File: config.mk
export PLATFORM = sky130hd
export DESIGN_NAME = wrprot_guard
export DESIGN_NICKNAME = d
export VERILOG_FILES = /design/src/rtl/wrprot_pkg.sv /design/src/rtl/wrprot_zone.sv /design/src/rtl/wrprot_edge.sv /design/src/rtl/wrprot_guard.sv
export SDC_FILE = /design/constraint.sdc
export NUM_CORES = 1
export LEC_CHECK = 0
export CAP_MARGIN = 20
export CORE_MARGIN = 2
export CORE_UTILIZATION = 29
export CTS_CLUSTER_DIAMETER = 60
export DETAILED_ROUTE_END_ITERATION = 10
export PLACE_DENSITY = 0.77
export SKIP_CTS_REPAIR_TIMING = 1
export SKIP_LAST_GASP = 1
export SLEW_MARGIN = 20
export SYNTH_ARGS = -nofsm -noshare
export SYNTH_HDL_FRONTEND = slang
export SYNTH_SLANG_ARGS = --single-unit
File: constraint.sdc
create_clock -name clk -period 1.8 [get_ports clk]
set_clock_uncertainty 0.1 [all_clocks]
set_input_delay 0.18 -clock clk [delete_from_list [all_inputs] [get_ports clk]]
set_output_delay 0.18 -clock clk [all_outputs]
set_load 0.02 [all_outputs]
File: src/rtl/wrprot_pkg.sv
package wrprot_pkg;

    // Status byte bit positions (decoded by the command engine)
    localparam int unsigned ST_PIN_EN = 7;
    localparam int unsigned ST_ZONE_H = 3;
    localparam int unsigned ST_ZONE_L = 2;
    localparam int unsigned ST_WR_EN  = 1;
    localparam int unsigned ST_BUSY   = 0;
    localparam int unsigned ST_W      = 8;

    typedef enum logic [1:0] {
        ZONE_NONE    = 2'b00,
        ZONE_QUARTER = 2'b01,
        ZONE_HALF    = 2'b10,
        ZONE_ALL     = 2'b11
    } zone_e;

    typedef struct packed {
        logic       wr_en;
        logic       pin_en;
        logic [1:0] zone;
        logic       pend;
        logic       pend_pin_en;
        logic [1:0] pend_zone;
    } guard_state_t;

endpackage

File: src/rtl/wrprot_zone.sv
module wrprot_zone
    import wrprot_pkg::*;
#(
    parameter int unsigned ADDR_W = 14
) (
    input  logic [1:0]        zone,
    input  logic [ADDR_W-1:0] addr,
    output logic              hit
);
    localparam int unsigned TOP = ADDR_W - 1;

    logic [1:0] quarter;

    generate
        if (ADDR_W >= 2) begin : g_wide
            assign quarter = addr[TOP -: 2];
        end else begin : g_narrow
            assign quarter = {addr[0], addr[0]};
        end
    endgenerate

    always_comb begin
        case (zone_e'(zone))
            ZONE_NONE:    hit = 1'b0;
            ZONE_QUARTER: hit = (quarter == 2'b11);
            ZONE_HALF:    hit = quarter[1];
            default:      hit = 1'b1;
        endcase
    end

endmodule

File: src/rtl/wrprot_edge.sv
module wrprot_edge (
    input  logic clk,
    input  logic rst_n,
    input  logic pin_n,
    output logic fell
);
    logic prev_d, prev_q;

    always_comb begin
        prev_d = pin_n;
    end

    always_ff @(posedge clk or negedge rst_n) begin
        if (!rst_n) prev_q <= 1'b1;
        else        prev_q <= prev_d;
    end

    assign fell = prev_q & ~pin_n;

endmodule

File: src/rtl/wrprot_guard.sv
module wrprot_guard
    import wrprot_pkg::*;
#(
    parameter int unsigned ADDR_W      = 14,
    parameter logic [1:0]  INIT_ZONE   = 2'b00,
    parameter logic        INIT_PIN_EN = 1'b0
) (
    input  logic              clk,
    input  logic              rst_n,
    input  logic              guard_pin_n,
    input  logic              sel_n,
    input  logic              busy,
    input  logic              cycle_done,
    input  logic              set_wen,
    input  logic              clr_wen,
    input  logic [ADDR_W-1:0] arr_addr,
    input  logic              sr_load,
    input  logic [7:0]        sr_data,
    input  logic              sr_commit,
    output logic              arr_ok,
    output logic              sr_ok,
    output logic [7:0]        status_byte
);
    localparam guard_state_t RESET_ST = '{
        wr_en: 1'b0, pin_en: INIT_PIN_EN, zone: INIT_ZONE,
        pend: 1'b0, pend_pin_en: 1'b0, pend_zone: 2'b00
    };

    guard_state_t st_d, st_q;
    logic zone_hit;
    logic pin_fell;
    logic hw_lock;

    wrprot_zone #(.ADDR_W(ADDR_W)) u_zone (
        .zone (st_q.zone),
        .addr (arr_addr),
        .hit  (zone_hit)
    );

    wrprot_edge u_edge (
        .clk   (clk),
        .rst_n (rst_n),
        .pin_n (guard_pin_n),
        .fell  (pin_fell)
    );

    always_comb begin
        st_d    = st_q;
        hw_lock = st_q.pin_en & ~guard_pin_n;
        sr_ok   = st_q.wr_en & ~hw_lock & ~busy;
        arr_ok  = st_q.wr_en & ~zone_hit & ~busy;

        // write-enable latch: clear beats set, both blocked during programming
        if (!busy && set_wen)  st_d.wr_en = 1'b1;
        if (!busy && clr_wen)  st_d.wr_en = 1'b0;
        if (cycle_done)        st_d.wr_en = 1'b0;

        // guard pin falling inside the frame discards a staged value
        if (st_q.pend && !sel_n && pin_fell && st_q.pin_en) st_d.pend = 1'b0;

        // commit applies the staged value and empties the stage
        if (sr_commit && st_q.pend) begin
            st_d.pin_en = st_q.pend_pin_en;
            st_d.zone   = st_q.pend_zone;
        end
        if (sr_commit) st_d.pend = 1'b0;

        // stage a new value only when permitted and not on a commit cycle
        if (sr_load && sr_ok && !sr_commit) begin
            st_d.pend        = 1'b1;
            st_d.pend_pin_en = sr_data[ST_PIN_EN];
            st_d.pend_zone   = sr_data[ST_ZONE_H:ST_ZONE_L];
        end

        if (sel_n) st_d.pend = 1'b0;

        if (busy) begin
            status_byte = '1;
        end else begin
            status_byte            = '0;
            status_byte[ST_PIN_EN] = st_q.pin_en;
            status_byte[ST_ZONE_H:ST_ZONE_L] = st_q.zone;
            status_byte[ST_WR_EN]  = st_q.wr_en;
            status_byte[ST_BUSY]   = 1'b0;
        end
    end

    always_ff @(posedge clk or negedge rst_n) begin
        if (!rst_n) st_q <= RESET_ST;
        else        st_q <= st_d;
    end

    AST_ARR_NEEDS_WEN: assert property (@(posedge clk) disable iff (!rst_n)
        arr_ok |-> status_byte[ST_WR_EN]);

    AST_LOCK_DENIES_SR: assert property (@(posedge clk) disable iff (!rst_n)
        (!guard_pin_n && st_q.pin_en) |-> !sr_ok);

    AST_FULL_ZONE_DENIES: assert property (@(posedge clk) disable iff (!rst_n)
        (st_q.zone == 2'b11) |-> !arr_ok);

    AST_CLEAR_WEN: assert property (@(posedge clk) disable iff (!rst_n)
        (clr_wen && !busy) |=> !st_q.wr_en);

    AST_BUSY_DENIES: assert property (@(posedge clk) disable iff (!rst_n)
        busy |-> (!arr_ok && !sr_ok));

    AST_FALL_ABORTS: assert property (@(posedge clk) disable iff (!rst_n)
        (st_q.pend && !sel_n && pin_fell && st_q.pin_en) |=> !st_q.pend);

    AST_PIN_EN_KEPT: assert property (@(posedge clk) disable iff (!rst_n)
        (st_q.pin_en && !guard_pin_n && !pin_fell) |=> st_q.pin_en);

endmodule

==> impl_metrics.py, run 1 <==
metrics = {
    "yosys": {
        "synth.avg_cell_area_um2": 12.61,
        "synth_warnings": 0,
        "syn-cell-area_um2": 466.7,
        "synth_cells": 37,
        "synth_fa_ha_area_frac": 0,
        "synth_cell_type_count": 18,
        "synthMuxAreaShare": 0.1448,
        "synth_compound_area_frac": 0.09383,
        "synth_top_family_by_area": "simple AND/OR/NAND/NOR gates",
        "synth_seq_cells": 9,
        "synth-xor-area-share": 0,
        "yosysSeqAreaShare": 0.4853,
        "syn_nets": 69,
        "yosys.area_share.simple": 0.2038,
    },
    "critical_path": {
        "crit_family": "buffers and inverters",
        "ff2ff_path_depth": 4,
        "cp_slowest_cell": "clkdlybuf4s50_1",
        "worst_ep_required_time_ns": 1.52,
        "cp_slowest_stage_delay_ns": 0.61,
        "startpoint_type": "input pin",
        "crit_type": "input pin to output pin",
        "cpMostUsedCell": "clkdlybuf4s50_1",
        "critical_path.cell_chain": "clkdlybuf4s50_1 > buf_4 > clkdlybuf4s50_1",
        "worstSetupPathDepth": 3,
        "critical_path.startpoint": "busy",
        "r2r_start": "st_q[7]$_DFFE_PN0P_",
        "path_buf_inv": 3,
        "cp_data_arrival_time_ns": 1.42,
        "endpoint_kind": "output pin",
        "cp_max_fo": 9,
    },
    "clock_tree": {
        "cts.sinks": 9,
        "clock_path_buffers": 2,
        "numCtsBuffers": 3,
        "htreeDepth": 1,
        "cts-root-buf": "clkbuf_4",
        "worstSkewPairLatency_ns": 0.25,
        "cts.reportedPaths.clkPinSlew_ns": 0.06,
        "cts_tree": "built",
    },
    "routing": {
        "vias": 372,
        "wl_um": 907,
        "drtAntennaViolNets": 0,
        "viasPerCell": 4.709,
        "drt-pass1-iter-count": 2,
        "first_iter_violations": 1,
        "drc": 0,
        "wl_per_cell_um": 11.48,
    },
    "die": {
        "start_util": 0.3098,
        "die_w_um": 44.12,
        "io_pins": 42,
        "rows": 14,
        "die_y_um": 44.12,
        "core_um2": 1506,
        "dieArea_um2": 1946,
    },
    "layout": {
        "drive_gt1_frac": 0.3016,
        "utilization": 0.5000,
        "antenna_cells": 0,
        "nets": 96,
        "most-common-layout-cells": "clkdlybuf4s50_1, dfrtp_1, mux2_2, dlymetal6s2s_1, or2_2",
        "fill_cells": 150,
        "stdcell_area_um2": 753.2,
        "final_cell_count_no_fill": 79,
        "area_growth_pct": 61.39,
        "final_common_cell": "clkdlybuf4s50_1",
    },
    "placed_design": {
        "port-buffer-count": 24,
        "gp_congestion": 0.6317,
        "pre_cts_slack_ns": -0.1855,
        "place_area_um2": 711.9,
        "placedCellCount": 75,
    },
    "power_and_ir_drop": {
        "p_int_uw": 387.0,
        "power_frac_clock": 0.295,
        "switchingPower_uw": 122.8,
        "p_comb_frac": 0.239,
        "switching_share": 0.2409,
        "p_seq_frac": 0.466,
        "powerDensity_nw_per_um2": 676.8,
        "leakage_nw": 0.3969,
        "p_total_uw": 509.8,
        "ir_drop_uv": 333.7,
    },
    "timing": {
        "hold_viol": 0,
        "period_share": 0.9417,
        "worstMarginPinSlew_ns": 0.4081,
        "slew_headroom": 0.7270,
        "fmax_mhz": 589.9,
        "drv_slew": 0,
        "finalCriticalPeriod_ns": 1.695,
        "fin_ws_ns": 0.1049,
        "setup_viol": 0,
        "rsz0062_at_grt": "no",
        "timing.hold.ws_ns": 0.1226,
        "setup-tns-final_ns": 0,
    },
    "grt": {
        "grt-ovfl-total": 0,
        "grt_pass1_vias": 365,
        "grt_use_total": 0.1071,
        "antenna_found_initial": 0,
        "grt_max_degree": 10,
        "grt_pass1_wl_um": 1483,
    },
    "worst_hold_path": {
        "holdCritPathClass": "input pin to async pin",
    },
    "run_status": {
        "status": "finished, final reports clean",
    },
    "job": {
        "drv_cap": 0,
    },
}
sequential cells by signal (all words and copies together) (netlist names):
| signal | flops |
|---|---|
| st_q | 8 |
| u_edge.prev_q | 1 |
worst paths after layout:
kind / to / slack (ns)
worst max-delay path: status_byte[6] / 0.10
worst min-delay path: st_q[7]$_DFFE_PN0P_ / 0.12
worst max register to register: st_q[0]$_DFFE_PN0P_ / 0.29
worst min register to register: st_q[4]$_DFFE_PN0P_ / 0.40
max in group asynchronous: u_edge.prev_q$_DFF_PN1_ / 1.16
min in group clk: u_edge.prev_q$_DFF_PN1_ / 0.33
power by group through the flow:
stage	sequential, mW	combinational [mW]	clock [mW]
floorplan	0.238	0.0622	0
CTS	0.237	0.126	0.159
global route	0.240	0.131	0.170
global placement	0.241	0.123	0
finish	0.237	0.122	0.150
detailed placement	0.241	0.125	0
final cells by class:
type | instances | area [um^2] | share of cell area
Clock buffer | 4 | 26.28 | 0.03488
Inverter | 1 | 3.754 | 0.004983
Multi-Input combinational cell | 23 | 206.4 | 0.2741
Sequential cell | 9 | 226.5 | 0.3007
Tap cell | 16 | 20.02 | 0.02658
Timing Repair Buffer | 26 | 270.3 | 0.3588
layer usage:
metal  GRT usage  up-vias  wire [um]
met5           0        -          0
met4     0.07273        0          0
met3     0.03673        0        124
met2      0.1765       20        424
met1      0.1151      172        358
li1            -      180          -
cells in the mapped netlist (all sizes together):
master / count / area share
mux2: 6 / 0.14
a21boi: 1 / 0.016
dfstp: 1 / 0.056
nand2: 1 / 0.0080
a221oi: 1 / 0.019
buf: 4 / 0.064
a211oi: 1 / 0.016
a21oi: 1 / 0.011
nor2b: 1 / 0.029
nor4b: 1 / 0.051
or2: 4 / 0.054
a21o: 1 / 0.016
inv: 1 / 0.0080
nor3b: 1 / 0.016
o21a: 1 / 0.016
dfrtp: 8 / 0.43
nor2: 2 / 0.016
nand2b: 1 / 0.029
kinds of logic (layout without fill, tap and decap cells):
family / after synthesis / count (layout)
AOI/OAI and AO/OA: 6 / 6
buffers and inverters: 5 / 31
DFF: 9 / 9
muxes: 6 / 6
and+or+nand+nor: 11 / 11
Note: power is estimated with default switching activity, not from simulation.
==> run 2, diff against run 1 <==
--- a/config.mk
+++ b/config.mk
@@ -7,10 +7,10 @@
 export LEC_CHECK = 0
 export CAP_MARGIN = 20
 export CORE_MARGIN = 2
-export CORE_UTILIZATION = 29
+export CORE_UTILIZATION = 26
 export CTS_CLUSTER_DIAMETER = 60
 export DETAILED_ROUTE_END_ITERATION = 10
-export PLACE_DENSITY = 0.77
+export PLACE_DENSITY = 0.73
 export SKIP_CTS_REPAIR_TIMING = 1
 export SKIP_LAST_GASP = 1
 export SLEW_MARGIN = 20
==> constraint.sdc (replaced) <==
create_clock -name clk -period 1.5 [get_ports clk]
set_clock_uncertainty 0.1 [all_clocks]
set_input_delay 0.15 -clock clk [delete_from_list [all_inputs] [get_ports clk]]
set_output_delay 0.15 -clock clk [all_outputs]
set_load 0.02 [all_outputs]
==> run 2 against run 1 <==
The run now ends with setup timing left. Via count up 3.2%. Sequential power rose by 20%. Die area increased by 10%. Non-clock buffer count increased by 4. Worst setup slack worse by 0.15 ns. Sequential share of layout area shrank 1.6 points. Combinational power grew 34%. Count of clock-buffer cells in the layout did not move. Total power up 25%. Critical path depth rose by 1. Highest routed layer is now met4.
==> impl_metrics.py, run 2 (same netlist as run 1, synthesis figures left out) <==
metrics = {
    "die": {
        "dieArea_um2": 2150,
        "die_y_um": 46.37,
        "start_util": 0.2733,
        "rows": 15,
        "die_w_um": 46.37,
        "core_um2": 1708,
        "io_pins": 42,
    },
    "routing": {
        "drt-pass1-iter-count": 3,
        "wl_per_cell_um": 11.02,
        "viasPerCell": 4.174,
        "drc": 0,
        "wl_um": 1014,
        "vias": 384,
        "drtAntennaViolNets": 0,
        "first_iter_violations": 4,
    },
    "timing": {
        "hold_viol": 0,
        "timing.hold.ws_ns": 0.08651,
        "setup_viol": 5,
        "period_share": 1.033,
        "drv_slew": 0,
        "rsz0062_at_grt": "yes",
        "fmax_mhz": 645.2,
        "setup-tns-final_ns": -0.1603,
        "fin_ws_ns": -0.04983,
        "slew_headroom": 0.7225,
        "finalCriticalPeriod_ns": 1.550,
        "worstMarginPinSlew_ns": 0.4149,
    },
    "grt": {
        "grt_pass1_vias": 362,
        "grt_pass1_wl_um": 1511,
        "grt_use_total": 0.1090,
        "grt-ovfl-total": 0,
        "antenna_found_initial": 0,
        "grt_max_degree": 10,
    },
    "placed_design": {
        "place_area_um2": 738.2,
        "pre_cts_slack_ns": -0.4004,
        "port-buffer-count": 24,
        "dp_hpwl_um": 803.5,
        "gp_congestion": 0.5930,
    },
    "layout": {
        "max_flop_register": "st_q",
        "drive_gt1_frac": 0.4030,
        "final_common_cell": "clkdlybuf4s50_1",
        "area_growth_pct": 70.51,
        "largest_register_ffs": 8,
        "stdcell_area_um2": 795.8,
        "top_regs": "st_q: 8 flops, u_edge.prev_q: 1 flops",
        "nets": 100,
        "fill_cells": 164,
        "antenna_cells": 0,
        "most-common-layout-cells": "clkdlybuf4s50_1, dfrtp_1, dlymetal6s2s_1",
    },
    "clock_tree": {
        "cts.sinks": 9,
        "numCtsBuffers": 3,
        "worstSkewPairLatency_ns": 0.26,
        "htreeDepth": 1,
        "cts.reportedPaths.clkPinSlew_ns": 0.06,
        "clock_path_buffers": 2,
        "cts_tree": "built",
        "cts-root-buf": "clkbuf_4",
    },
    "power_and_ir_drop": {
        "p_total_uw": 639.0,
        "ir_drop_uv": 364.9,
        "powerDensity_nw_per_um2": 803.0,
        "leakage_nw": 0.4319,
    },
    "critical_path": {
        "crit_type": "register to output pin",
        "endpoint_kind": "output pin",
        "r2r-end": "st_q[2]$_DFFE_PN0P_",
        "cp_data_arrival_time_ns": 1.30,
        "cp_max_fo": 2,
        "startpoint_type": "register",
        "worst_ep_required_time_ns": 1.25,
        "reg2reg_slack_ns": -0.02,
        "r2r_start": "st_q[7]$_DFFE_PN0P_",
        "ff2ff_path_depth": 5,
    },
    "worst_hold_path": {
        "holdCritPathClass": "input pin to async pin",
    },
    "run_status": {
        "status": "finished, violations left",
        "violations": "setup timing",
    },
    "job": {
        "drv_cap": 0,
    },
}
## run 2: changes by cell type in the layout (fill, tap and decap cells not counted), sizes merged
cell,delta
buf,+5
clkbuf,+3
clkdlybuf4s50,-4
## run 2: layer usage
metal / vias to the layer above / part of all wire / routed length, um / GRT usage
li1: 189 / - / - / -
met1: 172 / 0.39 / 398 / 0.1041
met2: 21 / 0.47 / 480 / 0.1750
met3: 2 / 0.12 / 125 / 0.07843
met4: 0 / 0.0089 / 9 / 0.05143
met5: - / 0 / 0 / 0
## run 2: cell type report
cell class / instances / area (um^2) / share of cell area
timing repair buffer: 30 / 290.3 / 0.3648
sequential: 9 / 226.5 / 0.2846
multi-input combinational: 23 / 217.7 / 0.2736
tap: 25 / 31.28 / 0.03931
clock buffer: 4 / 26.28 / 0.03302
inverter: 1 / 3.754 / 0.004717
## run 2: power breakdown
group | total, mW | switching (mW) | internal (mW)
combinational | 0.164 | 0.0606 | 0.104
clock | 0.189 | 0.0867 | 0.103
sequential | 0.285 | 0.0148 | 0.270
total | 0.639 | 0.162 | 0.477
## run 2: critical path, stage by stage (launching register included)
cell	delay (ns)
dfrtp_1	0.38
buf_4	0.14
buf_4	0.12
or2_2	0.27
buf_6	0.13
## run 2: stage by stage
step	utilization	instances
6_report	0.4659	92
2_1_floorplan	-	37
4_1_cts	0.4476	90
3_3_place_gp	0.4322	86
3_5_place_dp	0.4322	86
5_1_grt	0.4659	92
## run 2: worst max-delay path by stage
stage / startpoint / endpoint / slack, ns / depth (start not counted)
finish: st_q[5]$_DFFE_PN0P_ / status_byte[3] / -0.05 / 4
global placement: arr_addr[12] / arr_ok / -0.36 / 4
detailed placement: arr_addr[12] / arr_ok / -0.40 / 4
CTS: st_q[5]$_DFFE_PN0P_ / arr_ok / -0.49 / 3
floorplan: st_q[4]$_DFFE_PN0P_ / arr_ok / 0.12 / 2
global route: st_q[4]$_DFFE_PN0P_ / arr_ok / -0.19 / 3
==> run 3, diff against run 2 <==
--- a/config.mk
+++ b/config.mk
@@ -9,11 +9,12 @@
 export CORE_MARGIN = 2
 export CORE_UTILIZATION = 26
 export CTS_CLUSTER_DIAMETER = 60
+export CTS_CLUSTER_SIZE = 24
 export DETAILED_ROUTE_END_ITERATION = 10
 export PLACE_DENSITY = 0.73
+export SETUP_SLACK_MARGIN = 0.02
 export SKIP_CTS_REPAIR_TIMING = 1
 export SKIP_LAST_GASP = 1
-export SLEW_MARGIN = 20
 export SYNTH_ARGS = -nofsm -noshare
 export SYNTH_HDL_FRONTEND = slang
 export SYNTH_SLANG_ARGS = --single-unit
==> run 3 against run 2 <==
The flow still finishes with violations (setup timing). Largest cell class unchanged. Register-to-register slack is essentially flat. Highest routed layer unchanged. Sequential power is essentially flat. Cell count is the same. Design area grew 0.79%. Die area is the same.
==> impl_metrics.py, run 3 (same netlist as run 1, synthesis figures left out) <==
metrics = {
    "run_status": {
        "status": "finished, violations left",
        "violations": "setup timing",
    },
    "timing": {
        "drv_slew": 0,
        "fin_ws_ns": -0.04993,
        "period_share": 1.033,
        "worstMarginPinSlew_ns": 0.4139,
        "finalCriticalPeriod_ns": 1.550,
        "rsz0062_at_grt": "yes",
        "slew_headroom": 0.7232,
        "setup_viol": 5,
        "fmax_mhz": 645.2,
        "hold_viol": 0,
    },
    "power_and_ir_drop": {
        "p_int_uw": 479.6,
        "p_comb_frac": 0.261,
        "ir_drop_uv": 366.0,
        "switchingPower_uw": 162.4,
        "switching_share": 0.2530,
        "powerDensity_nw_per_um2": 800.5,
        "power_frac_clock": 0.295,
        "p_seq_frac": 0.444,
        "leakage_nw": 0.4338,
    },
    "worst_hold_path": {
        "holdCritPathClass": "input pin to async pin",
    },
    "die": {
        "core_um2": 1708,
        "die_w_um": 46.37,
        "rows": 15,
        "die_y_um": 46.37,
        "dieArea_um2": 2150,
        "start_util": 0.2733,
        "io_pins": 42,
    },
    "clock_tree": {
        "htreeDepth": 1,
        "cts.reportedPaths.clkPinSlew_ns": 0.06,
        "worstSkewPairLatency_ns": 0.26,
        "numCtsBuffers": 3,
        "clock_path_buffers": 2,
        "cts.sinks": 9,
        "cts_tree": "built",
        "cts-root-buf": "clkbuf_4",
    },
    "layout": {
        "fill_cells": 162,
        "most-common-layout-cells": "clkdlybuf4s50_1, dfrtp_1, dlymetal6s2s_1",
        "final_common_cell": "clkdlybuf4s50_1",
        "antenna_cells": 0,
        "largest_register_ffs": 8,
        "utilization": 0.4696,
        "area_growth_pct": 71.85,
        "max_flop_register": "st_q",
        "final_cell_count_no_fill": 92,
        "nets": 100,
        "top_regs": "st_q: 8 flops, u_edge.prev_q: 1 flops",
        "drive_gt1_frac": 0.4030,
    },
    "routing": {
        "drt-pass1-iter-count": 3,
        "vias": 383,
        "first_iter_violations": 4,
        "wl_per_cell_um": 11.01,
        "viasPerCell": 4.163,
        "drc": 0,
        "drtAntennaViolNets": 0,
        "wl_um": 1013,
    },
    "critical_path": {
        "startpoint_type": "register",
        "path_buf_inv": 3,
        "cp_max_fo": 2,
        "crit_type": "register to output pin",
        "crit_family": "buffers and inverters",
        "critical_path.cell_chain": "buf_4 > buf_4 > or2_2 > buf_6",
        "cp_slowest_cell": "dfrtp_1",
        "reg2reg_slack_ns": -0.02,
        "worst_ep_required_time_ns": 1.25,
        "cpMostUsedCell": "buf_4",
        "cp_slowest_stage_delay_ns": 0.38,
        "endpoint_kind": "output pin",
        "cp_data_arrival_time_ns": 1.30,
    },
    "grt": {
        "busiest_layer": "met2",
        "grt-ovfl-total": 0,
        "grt_pass1_wl_um": 1511,
        "grt_pass1_vias": 362,
        "grt_use_total": 0.1090,
        "use_met2": 0.1750,
        "grt_max_degree": 10,
        "grt_use_met1": 0.1041,
        "gr-usage-met3": 0.07843,
        "antenna_found_initial": 0,
    },
    "placed_design": {
        "port-buffer-count": 24,
        "dp_hpwl_um": 803.5,
        "placedCellCount": 86,
        "gp_congestion": 0.5930,
    },
    "job": {
        "drv_cap": 0,
    },
}
==> run 3: cell type report <==
type                       instances  area [um^2]  area share
tap                               25        31.28     0.03900
inverter                           1        3.754    0.004680
multi-input combinational         23        217.7      0.2715
timing repair buffer              30        296.5      0.3697
sequential                         9        226.5      0.2824
clock buffer                       4        26.28     0.03276
==> run 3: final timing paths <==
check,start,endpoint,depth (start not counted)
max,st_q[5]$_DFFE_PN0P_,status_byte[3],4
min,rst_n,st_q[5]$_DFFE_PN0P_,1
max reg2reg,st_q[7]$_DFFE_PN0P_,st_q[2]$_DFFE_PN0P_,5
min reg2reg,st_q[1]$_DFFE_PN0P_,st_q[1]$_DFFE_PN0P_,1
max in group asynchronous,rst_n,u_edge.prev_q$_DFF_PN1_,1
min in group clk,guard_pin_n,u_edge.prev_q$_DFF_PN1_,1
==> run 3: metrics by stage <==
step | hold slack, ns | setup TNS (ns) | instance area, um^2 | power (mW) | setup slack (ns)
after floorplan | -0.2456 | 0 | 466.7 | 0.3600 | 0.1180
after global placement | 0.3704 | -3.063 | 738.2 | 0.4415 | -0.3551
after detailed placement | 0.3798 | -3.408 | 738.2 | 0.4475 | -0.4004
after CTS | 0.09695 | -2.787 | 764.5 | 0.6430 | -0.4886
after global routing | 0.1032 | -0.5013 | 802.0 | 0.6846 | -0.1937
final | 0.08608 | -0.1602 | 802.0 | 0.6420 | -0.04993
==> run 3: power groups by stage <==
stage	Sequential (mW)	Combinational [mW]	Clock, mW
after CTS	0.285	0.158	0.200
after detailed placement	0.290	0.158	0
after global placement	0.288	0.154	0
after global routing	0.288	0.180	0.216
final	0.285	0.167	0.189
after floorplan	0.285	0.0746	0
==> run 3: worst register-to-register path: stages (launching register included) <==
cell and delay (ns):
dfrtp_1 0.40, nand2b_4 0.08, buf_6 0.12, nor4b_4 0.23
buf_4 0.17, mux2_4 0.30
==> run 3: per-layer routing <==
layer  share of wire  wire, um
met3            0.12       122
met2            0.47       479
met5               0         0
met4          0.0089         9
met1            0.40       402
